<file path="config.mk">
export PLATFORM = sky130hd
export DESIGN_NAME = energy_pulse_gen
export DESIGN_NICKNAME = d
export VERILOG_FILES = /design/src/rtl/epg_pkg.sv /design/src/rtl/epg_scale.sv /design/src/rtl/epg_accum.sv /design/src/rtl/epg_shaper.sv /design/src/rtl/energy_pulse_gen.sv
export SDC_FILE = /design/constraint.sdc
export NUM_CORES = 1
export LEC_CHECK = 0
export BUFFER_PORTS_ARGS = -buffer_cell sky130_fd_sc_hd__buf_2
export CAP_MARGIN = 20
export CORE_ASPECT_RATIO = 1.75
export CORE_MARGIN = 2
export CORE_UTILIZATION = 40
export DETAILED_ROUTE_END_ITERATION = 6
export HOLD_SLACK_MARGIN = 0.05
export PLACE_DENSITY = 0.63
export SLEW_MARGIN = 20
export SYNTH_ARGS = -nofsm -noshare
export SYNTH_HDL_FRONTEND = slang
export SYNTH_SLANG_ARGS = --single-unit
</file>
<file path="constraint.sdc">
create_clock -name clk -period 5.8 [get_ports clk]
set_input_delay 0.29 -clock clk [delete_from_list [all_inputs] [get_ports clk]]
set_output_delay 0.29 -clock clk [all_outputs]
set_load 0.005 [all_outputs]
</file>
<file path="src/rtl/epg_pkg.sv">
package epg_pkg;

   typedef enum logic {
      FMT_STEPPER = 1'b0,
      FMT_COUNTER = 1'b1
   } fmt_e;

   localparam int WIDTH_LONG  = 250;
   localparam int WIDTH_MID   = 125;
   localparam int WIDTH_SHORT = 15;
   localparam int TMR_W       = $clog2(WIDTH_LONG + 1);
   localparam int RATE_SEL_W  = 3;
   localparam int FAST_SHIFT  = 6;

   // divisor exponent of the low-rate quantum for a rate code
   function automatic logic [2:0] rate_shift(input logic [RATE_SEL_W-1:0] code);
      if (code < 3'd5) return code;
      return 3'(FAST_SHIFT);
   endfunction

   // pulse width in width ticks for a format and a rate code
   function automatic logic [TMR_W-1:0] pulse_width(input logic fmt,
                                                     input logic [RATE_SEL_W-1:0] code);
      if (code >= 3'd5)                      return TMR_W'(WIDTH_SHORT);
      if (code == 3'd4)                      return TMR_W'(WIDTH_MID);
      if (fmt == FMT_COUNTER && code == 3'd3) return TMR_W'(WIDTH_MID);
      return TMR_W'(WIDTH_LONG);
   endfunction

endpackage

</file>
<file path="src/rtl/epg_scale.sv">
module epg_scale #(
   parameter int PW        = 16,
   parameter int TRIM_W    = 6,
   parameter int TRIM_FRAC = 9,
   localparam int SW       = PW + 2
) (
   input  logic signed [PW-1:0]     power,
   input  logic signed [TRIM_W-1:0] trim,
   output logic signed [SW-1:0]     scaled
);

   localparam int PROD_W = PW + TRIM_W;

   if (TRIM_W < 2) begin : g_bad_trim_w
      $error("epg_scale: TRIM_W must be at least 2");
   end
   if (TRIM_FRAC < TRIM_W) begin : g_bad_trim_frac
      $error("epg_scale: trim magnitude must stay below one");
   end

   logic signed [PROD_W-1:0] prod;
   logic signed [PROD_W-1:0] adj;

   always_comb begin
      prod   = power * trim;
      adj    = prod >>> TRIM_FRAC;
      scaled = $signed({{2{power[PW-1]}}, power}) + $signed(adj[SW-1:0]);
   end

endmodule

</file>
<file path="src/rtl/epg_accum.sv">
module epg_accum #(
   parameter int SW    = 18,
   parameter int ACC_W = 40
) (
   input  logic                 clk,
   input  logic                 rst_n,
   input  logic                 en,
   input  logic signed [SW-1:0] sample,
   input  logic [ACC_W-1:0]     quantum,
   output logic                 evt_pos,
   output logic                 evt_neg
);

   if (ACC_W <= SW + 1) begin : g_bad_acc_w
      $error("epg_accum: accumulator must be wider than the sample");
   end

   logic signed [ACC_W-1:0] acc, sum, qs, acc_nx;
   logic                    up, dn;

   always_comb begin
      qs     = $signed(quantum);
      sum    = acc + $signed({{(ACC_W-SW){sample[SW-1]}}, sample});
      up     = (sum >= qs);
      dn     = (sum <= -qs);
      acc_nx = sum;
      if (up)      acc_nx = sum - qs;
      else if (dn) acc_nx = sum + qs;
   end

   always_ff @(posedge clk or negedge rst_n) begin
      if (!rst_n) begin
         acc     <= '0;
         evt_pos <= 1'b0;
         evt_neg <= 1'b0;
      end else begin
         evt_pos <= en && up;
         evt_neg <= en && dn && !up;
         if (en) acc <= acc_nx;
      end
   end

   assert_one_dir_R3: assert property (@(posedge clk) disable iff (!rst_n)
      !(evt_pos && evt_neg));
   assert_evt_from_sample_R3: assert property (@(posedge clk) disable iff (!rst_n)
      (evt_pos || evt_neg) |-> $past(en));
   assert_idle_keeps_acc_R2: assert property (@(posedge clk) disable iff (!rst_n)
      !en |=> $stable(acc));

endmodule

</file>
<file path="src/rtl/epg_shaper.sv">
module epg_shaper
   import epg_pkg::*;
#(
   parameter int PEND_DEPTH = 4
) (
   input  logic             clk,
   input  logic             rst_n,
   input  logic             tick,
   input  logic             fmt,
   input  logic [TMR_W-1:0] width,
   input  logic             push,
   input  logic             push_dir,
   output logic             out1_n,
   output logic             out2_n
);

   localparam int CNT_W = $clog2(PEND_DEPTH + 1);

   if (PEND_DEPTH < 1) begin : g_bad_depth
      $error("epg_shaper: PEND_DEPTH must be at least 1");
   end

   logic [PEND_DEPTH-1:0] dq, dq_nx;
   logic [CNT_W-1:0]      cnt, cnt_nx;
   logic [TMR_W-1:0]      timer;
   logic                  busy, sel, phase, pop;

   always_comb begin
      pop    = !busy && (cnt != '0);
      dq_nx  = dq;
      cnt_nx = cnt;
      if (pop) begin
         dq_nx  = dq >> 1;
         cnt_nx = cnt - CNT_W'(1);
      end
      if (push && (cnt_nx < CNT_W'(PEND_DEPTH))) begin
         for (int i = 0; i < PEND_DEPTH; i++) begin
            if (CNT_W'(i) == cnt_nx) dq_nx[i] = push_dir;
         end
         cnt_nx = cnt_nx + CNT_W'(1);
      end
   end

   always_ff @(posedge clk or negedge rst_n) begin
      if (!rst_n) begin
         dq    <= '0;
         cnt   <= '0;
         timer <= '0;
         busy  <= 1'b0;
         sel   <= 1'b0;
         phase <= 1'b0;
      end else begin
         dq  <= dq_nx;
         cnt <= cnt_nx;
         if (pop) begin
            busy  <= 1'b1;
            timer <= width;
            if (fmt == FMT_STEPPER) begin
               sel   <= phase;
               phase <= ~phase;
            end else begin
               sel <= dq[0];
            end
         end else if (busy && tick) begin
            timer <= timer - TMR_W'(1);
            if (timer == TMR_W'(1)) busy <= 1'b0;
         end
      end
   end

   assign out1_n = ~(busy & ~sel);
   assign out2_n = ~(busy & sel);

   assert_end_on_tick_R5: assert property (@(posedge clk) disable iff (!rst_n)
      $fell(busy) |-> $past(tick));
   assert_queue_bound_R8: assert property (@(posedge clk) disable iff (!rst_n)
      cnt <= CNT_W'(PEND_DEPTH));
   assert_start_from_queue_R8: assert property (@(posedge clk) disable iff (!rst_n)
      $rose(busy) |-> ($past(cnt) != '0));

endmodule

</file>
<file path="src/rtl/energy_pulse_gen.sv">
module energy_pulse_gen
   import epg_pkg::*;
#(
   parameter int PW          = 16,
   parameter int FULL_SCALE  = 32767,
   parameter int SAMPLE_RATE = 100000,
   parameter int HF_RATE     = 10000,
   parameter int TRIM_W      = 6,
   parameter int TRIM_FRAC   = 9,
   parameter int PEND_DEPTH  = 4
) (
   input  logic              clk,
   input  logic              rst_n,
   input  logic              width_tick,
   input  logic              smp_valid,
   input  logic [PW-1:0]     smp_power,
   input  logic              out_fmt,
   input  logic [2:0]        rate_code,
   input  logic [TRIM_W-1:0] gain_trim,
   output logic              e1_n,
   output logic              e2_n,
   output logic              hf_n,
   output logic              neg_n
);

   localparam int     SW     = PW + 2;
   localparam longint QBASE  = longint'(FULL_SCALE) * longint'(SAMPLE_RATE) * 64'sd4;
   localparam longint Q_HF   = longint'(FULL_SCALE) * longint'(SAMPLE_RATE) / longint'(HF_RATE);
   localparam int     ACC_W  = $clog2(QBASE) + 3;
   localparam int     N_ACC  = 2;

   if (FULL_SCALE <= 0 || longint'(FULL_SCALE) >= (64'sd1 <<< (PW - 1))) begin : g_bad_fs
      $error("energy_pulse_gen: FULL_SCALE must fit the sample width");
   end
   if ((QBASE >>> FAST_SHIFT) < 8 * longint'(FULL_SCALE)) begin : g_bad_lf
      $error("energy_pulse_gen: SAMPLE_RATE too low for one event per sample");
   end
   if (Q_HF < 8 * longint'(FULL_SCALE)) begin : g_bad_hf
      $error("energy_pulse_gen: HF_RATE too high for one event per sample");
   end

   logic signed [SW-1:0] scaled;
   logic [ACC_W-1:0]     q_lf, q_hf;
   logic [ACC_W-1:0]     quantum [N_ACC];
   logic [N_ACC-1:0]     ev_p, ev_n;

   epg_scale #(.PW(PW), .TRIM_W(TRIM_W), .TRIM_FRAC(TRIM_FRAC)) scale_i (
      .power  ($signed(smp_power)),
      .trim   ($signed(gain_trim)),
      .scaled (scaled)
   );

   assign q_lf       = ACC_W'(QBASE) >> rate_shift(rate_code);
   assign q_hf       = ACC_W'(Q_HF);
   assign quantum[0] = q_lf;
   assign quantum[1] = q_hf;

   for (genvar g = 0; g < N_ACC; g++) begin : g_acc
      epg_accum #(.SW(SW), .ACC_W(ACC_W)) accum_i (
         .clk     (clk),
         .rst_n   (rst_n),
         .en      (smp_valid),
         .sample  (scaled),
         .quantum (quantum[g]),
         .evt_pos (ev_p[g]),
         .evt_neg (ev_n[g])
      );
   end

   epg_shaper #(.PEND_DEPTH(PEND_DEPTH)) shaper_i (
      .clk      (clk),
      .rst_n    (rst_n),
      .tick     (width_tick),
      .fmt      (out_fmt),
      .width    (pulse_width(out_fmt, rate_code)),
      .push     (ev_p[0] | ev_n[0]),
      .push_dir (ev_n[0]),
      .out1_n   (e1_n),
      .out2_n   (e2_n)
   );

   assign hf_n = ~(ev_p[1] | ev_n[1]);

   always_ff @(posedge clk or negedge rst_n) begin
      if (!rst_n)                         neg_n <= 1'b1;
      else if (smp_valid && scaled != '0) neg_n <= ~scaled[SW-1];
   end

   assert_never_both_R8: assert property (@(posedge clk) disable iff (!rst_n)
      e1_n || e2_n);
   assert_hf_after_sample_R4: assert property (@(posedge clk) disable iff (!rst_n)
      !hf_n |-> $past(smp_valid));
   assert_hf_single_R4: assert property (@(posedge clk) disable iff (!rst_n)
      !hf_n |=> hf_n);
   assert_neg_set_R9: assert property (@(posedge clk) disable iff (!rst_n)
      (smp_valid && scaled < 0) |=> !neg_n);
   assert_neg_clear_R9: assert property (@(posedge clk) disable iff (!rst_n)
      (smp_valid && scaled > 0) |=> neg_n);
   assert_neg_hold_R2: assert property (@(posedge clk) disable iff (!rst_n)
      !smp_valid |=> $stable(neg_n));

endmodule

</file>
==> metrics.cfg <==
[logic_synthesis]
yosysMostFrequentCell=ha_1
synth_top_cell_by_area=ha_1
synth_cell_type_count=111
synth-edff-count=0
syn_area_per_cell_um2=7.72
synthTopCellsByArea=ha_1 16%, dfrtp_1 12%, fa_1 7.2%
ys.flop_type=dfrtp_1
yosysWarnings=0
synthesis.area_um2=19300
synth_seq_cells=97
synth_cells=2505
synth_top_area_share_pct=15.9
synth_common_cells=245 x ha_1, 228 x nor2_1, 216 x nand2_1, 185 x a21oi_1, 176 x inv_1
synthArstFlopShare_pct=100
synth-seq-area-share_pct=12.6

[critical_path]
ff2ff_setup_slack_ns=-0.43
rr_endpoint=g_acc[0].accum_i.acc[9]
critPathMaxFanout=7
critPathMostFrequentCell=fa_1
startpoint_type=primary input
critPathKind=in2reg
worstSetupEndpointType=register
reg2reg_depth=27
crit_buf_inv=10
cp_top_family=compound AO/OA/AOI/OAI gates
slowest_stage=fa_1
cp_slowest_stage_delay_ns=0.55
r2r_start=g_acc[0].accum_i.acc[1]
worst-endpoint-arrival_ns=11.66
required_ns=6.03
cp.depth=54

[clock_tree]
cts_tree=done
cts_max_level=3
cts.sink_count=97
clkLatencyLatePin_ns=0.39
path_clk_slew_ns=0.08
cts-buffers-inserted=9
ctsLongestPathBuffers=2
cts_root_buffer=clkbuf_16

[run_status]
outcome=finished with violations
violations=negative setup slack

[placement]
pre_cts_slack_ns=-6.42
io_buffers=33
dpl.cell_count=3826
gp_congestion=0.999
hpwlAfterDp_um=63200
place_area_um2=26300

[worst_hold_path]
hold-path-endpoint=shaper_i.busy
worstHoldPathType=in2reg
hold_depth=4
hp-start=width_tick

[global_routing]
grt_pass1_wl_um=126000
antenna_found_initial=0
grt_max_degree=75
use_met2_pct=58.4
use_met3_pct=3.42
grt_use_met1_pct=31.9
gr-total-overflow=0
grt_pass1_vias=24200
gr-usage-all-layers_pct=32.1
busiest_layer=met2

[drt]
antenna_left=0
routed-via-count=23000
drt_iter0_drc=1292
avgViaCountPerCell=5.82
drt_wl_total_um=81800
drc=0
drtPass1Iterations=5
wl_per_cell_um=20.7

[sta]
min_period_ns=11.43
setup_violations=78
max-slew-margin-rel_pct=31.3
rsz0062_at_grt=true
worstMarginPinSlew_ns=1.03
clock_skew_ns=0.0221
holdWs_ns=0.225
period_share_pct=197
setup_slack_ns=-5.63
report.final.slew_viol_count=0
hold_viol=0
fmax_mhz=87.5

[floorplan]
die_w_um=170
dieArea_um2=50200
initial_core_util_pct=40.5
die_h_um=295
core_area_um2=47700
ios=34
rows=106

[flow_run]
cap_violations=0

[cells_and_area]
finalInstanceArea_um2=29800
drive_above_1_share_pct=40.2
layoutNonFillerInstCount=3950
num_antenna_cells=0
finalNetCount=3696
area_growth_pct=54.4

-- sequential cells by signal, summed over array words and instances (netlist names) --
name,count
shaper_i.cnt,3
shaper_i.dq,4
g_acc.accum_i.acc,74
shaper_i.timer,8
shaper_i.sel,1
shaper_i.phase,1
neg_n,1
shaper_i.busy,1
g_acc.accum_i.evt_pos,2
g_acc.accum_i.evt_neg,2
-- stage by stage --
step | utilization (%) | TNS, ns
CTS | 59.9 | -369.23
finish | 62.5 | -382.53
floorplan | - | -400.91
global placement | 55.0 | -440.83
detailed placement | 55.0 | -451.89
global route | 62.5 | -414.38
-- worst reg2reg max path, stage by stage (launching register included) --
cell and delay (ns):
dfrtp_1 0.39, ha_1 0.29, a21o_1 0.20, a41oi_1 0.31, a31o_2 0.26, buf_4 0.19
a21boi_0 0.12, o21ai_0 0.16, nand2_1 0.10, a21o_1 0.19, a21oi_1 0.18, xnor2_1 0.18
buf_4 0.18, ha_1 0.20, o21bai_1 0.17, a21o_1 0.20, a311o_1 0.34, a21oi_1 0.29
o211ai_1 0.19, a31o_2 0.34, o211ai_1 0.42, a31o_4 0.28, buf_6 0.13, buf_12 0.11
clkbuf_16 0.16, mux2i_1 0.23, a31oi_1 0.09, a21boi_2 0.18
-- worst max-delay path by stage --
stage | to | slack, ns | from
after floorplan | g_acc[0].accum_i.acc[35] | -5.84 | smp_power[5]
after global placement | g_acc[0].accum_i.acc[34] | -6.33 | smp_power[5]
after detailed placement | g_acc[0].accum_i.acc[34] | -6.42 | smp_power[4]
after CTS | g_acc[0].accum_i.acc[35] | -5.50 | gain_trim[0]
after global routing | g_acc[0].accum_i.acc[9] | -6.04 | gain_trim[0]
final | g_acc[0].accum_i.acc[21] | -5.63 | gain_trim[0]
-- area by class of cell --
cell class | count | area, um^2
Clock buffer | 10 | 229
Fill cell | 4115 | 17900
Timing Repair Buffer | 942 | 7700
Clock inverter | 6 | 70.1
Multi-Input combinational cell | 2125 | 18000
Inverter | 176 | 664
Sequential cell | 97 | 2430
Tap cell | 594 | 743
-- per-layer routing --
| layer | up-vias | share of wire [%] | routed length, um |
|---|---|---|---|
| met2 | 726 | 51 | 41900 |
| met3 | 386 | 3.6 | 2910 |
| met4 | 0 | 11 | 8650 |
| li1 | 10800 | - | - |
| met1 | 11100 | 35 | 28400 |
| met5 | - | 0 | 0 |
-- cell usage in the layout, fill, tap and decap left out, types with 34 or more instances in the layout --
cell type,Yosys,final
o21ai_0,104,75
buf_6,3,41
dfrtp_1,96,96
a21o_1,43,43
nand3_1,65,54
a21oi_1,185,148
nor2_1,228,207
xnor2_1,88,75
nand2_1,216,190
and2_1,81,78
fa_1,70,69
ha_1,245,222
buf_4,0,828
nand4_1,34,34
nor3_1,59,46
inv_1,176,172
-- repair_timing --
item	in CTS	in global routing
cloned	6	3
pin swaps	106	100
setup endpoints to repair	78	78
hold endpoints to repair	37	0
hold buffers	1	0
resized for setup	282	174
buffers inserted	59	53
-- cells by family (layout without fill, tap and decap cells) --
family,after synthesis,after routing,share of synthesized area [%]
buffers and inverters,284,1134,5.73
adders and majority gates,315,315,23.1
muxes,57,57,3.13
xor gates and xnor gates,125,125,5.81
other,2,3,0.0388
AOI/OAI and AO/OA,727,727,26.3
DFF,97,97,12.6
and+or+nand+nor,898,898,23.3
Power is not shown: default switching activity piles up to over one toggle a cycle in this logic, so the estimate is an artifact.
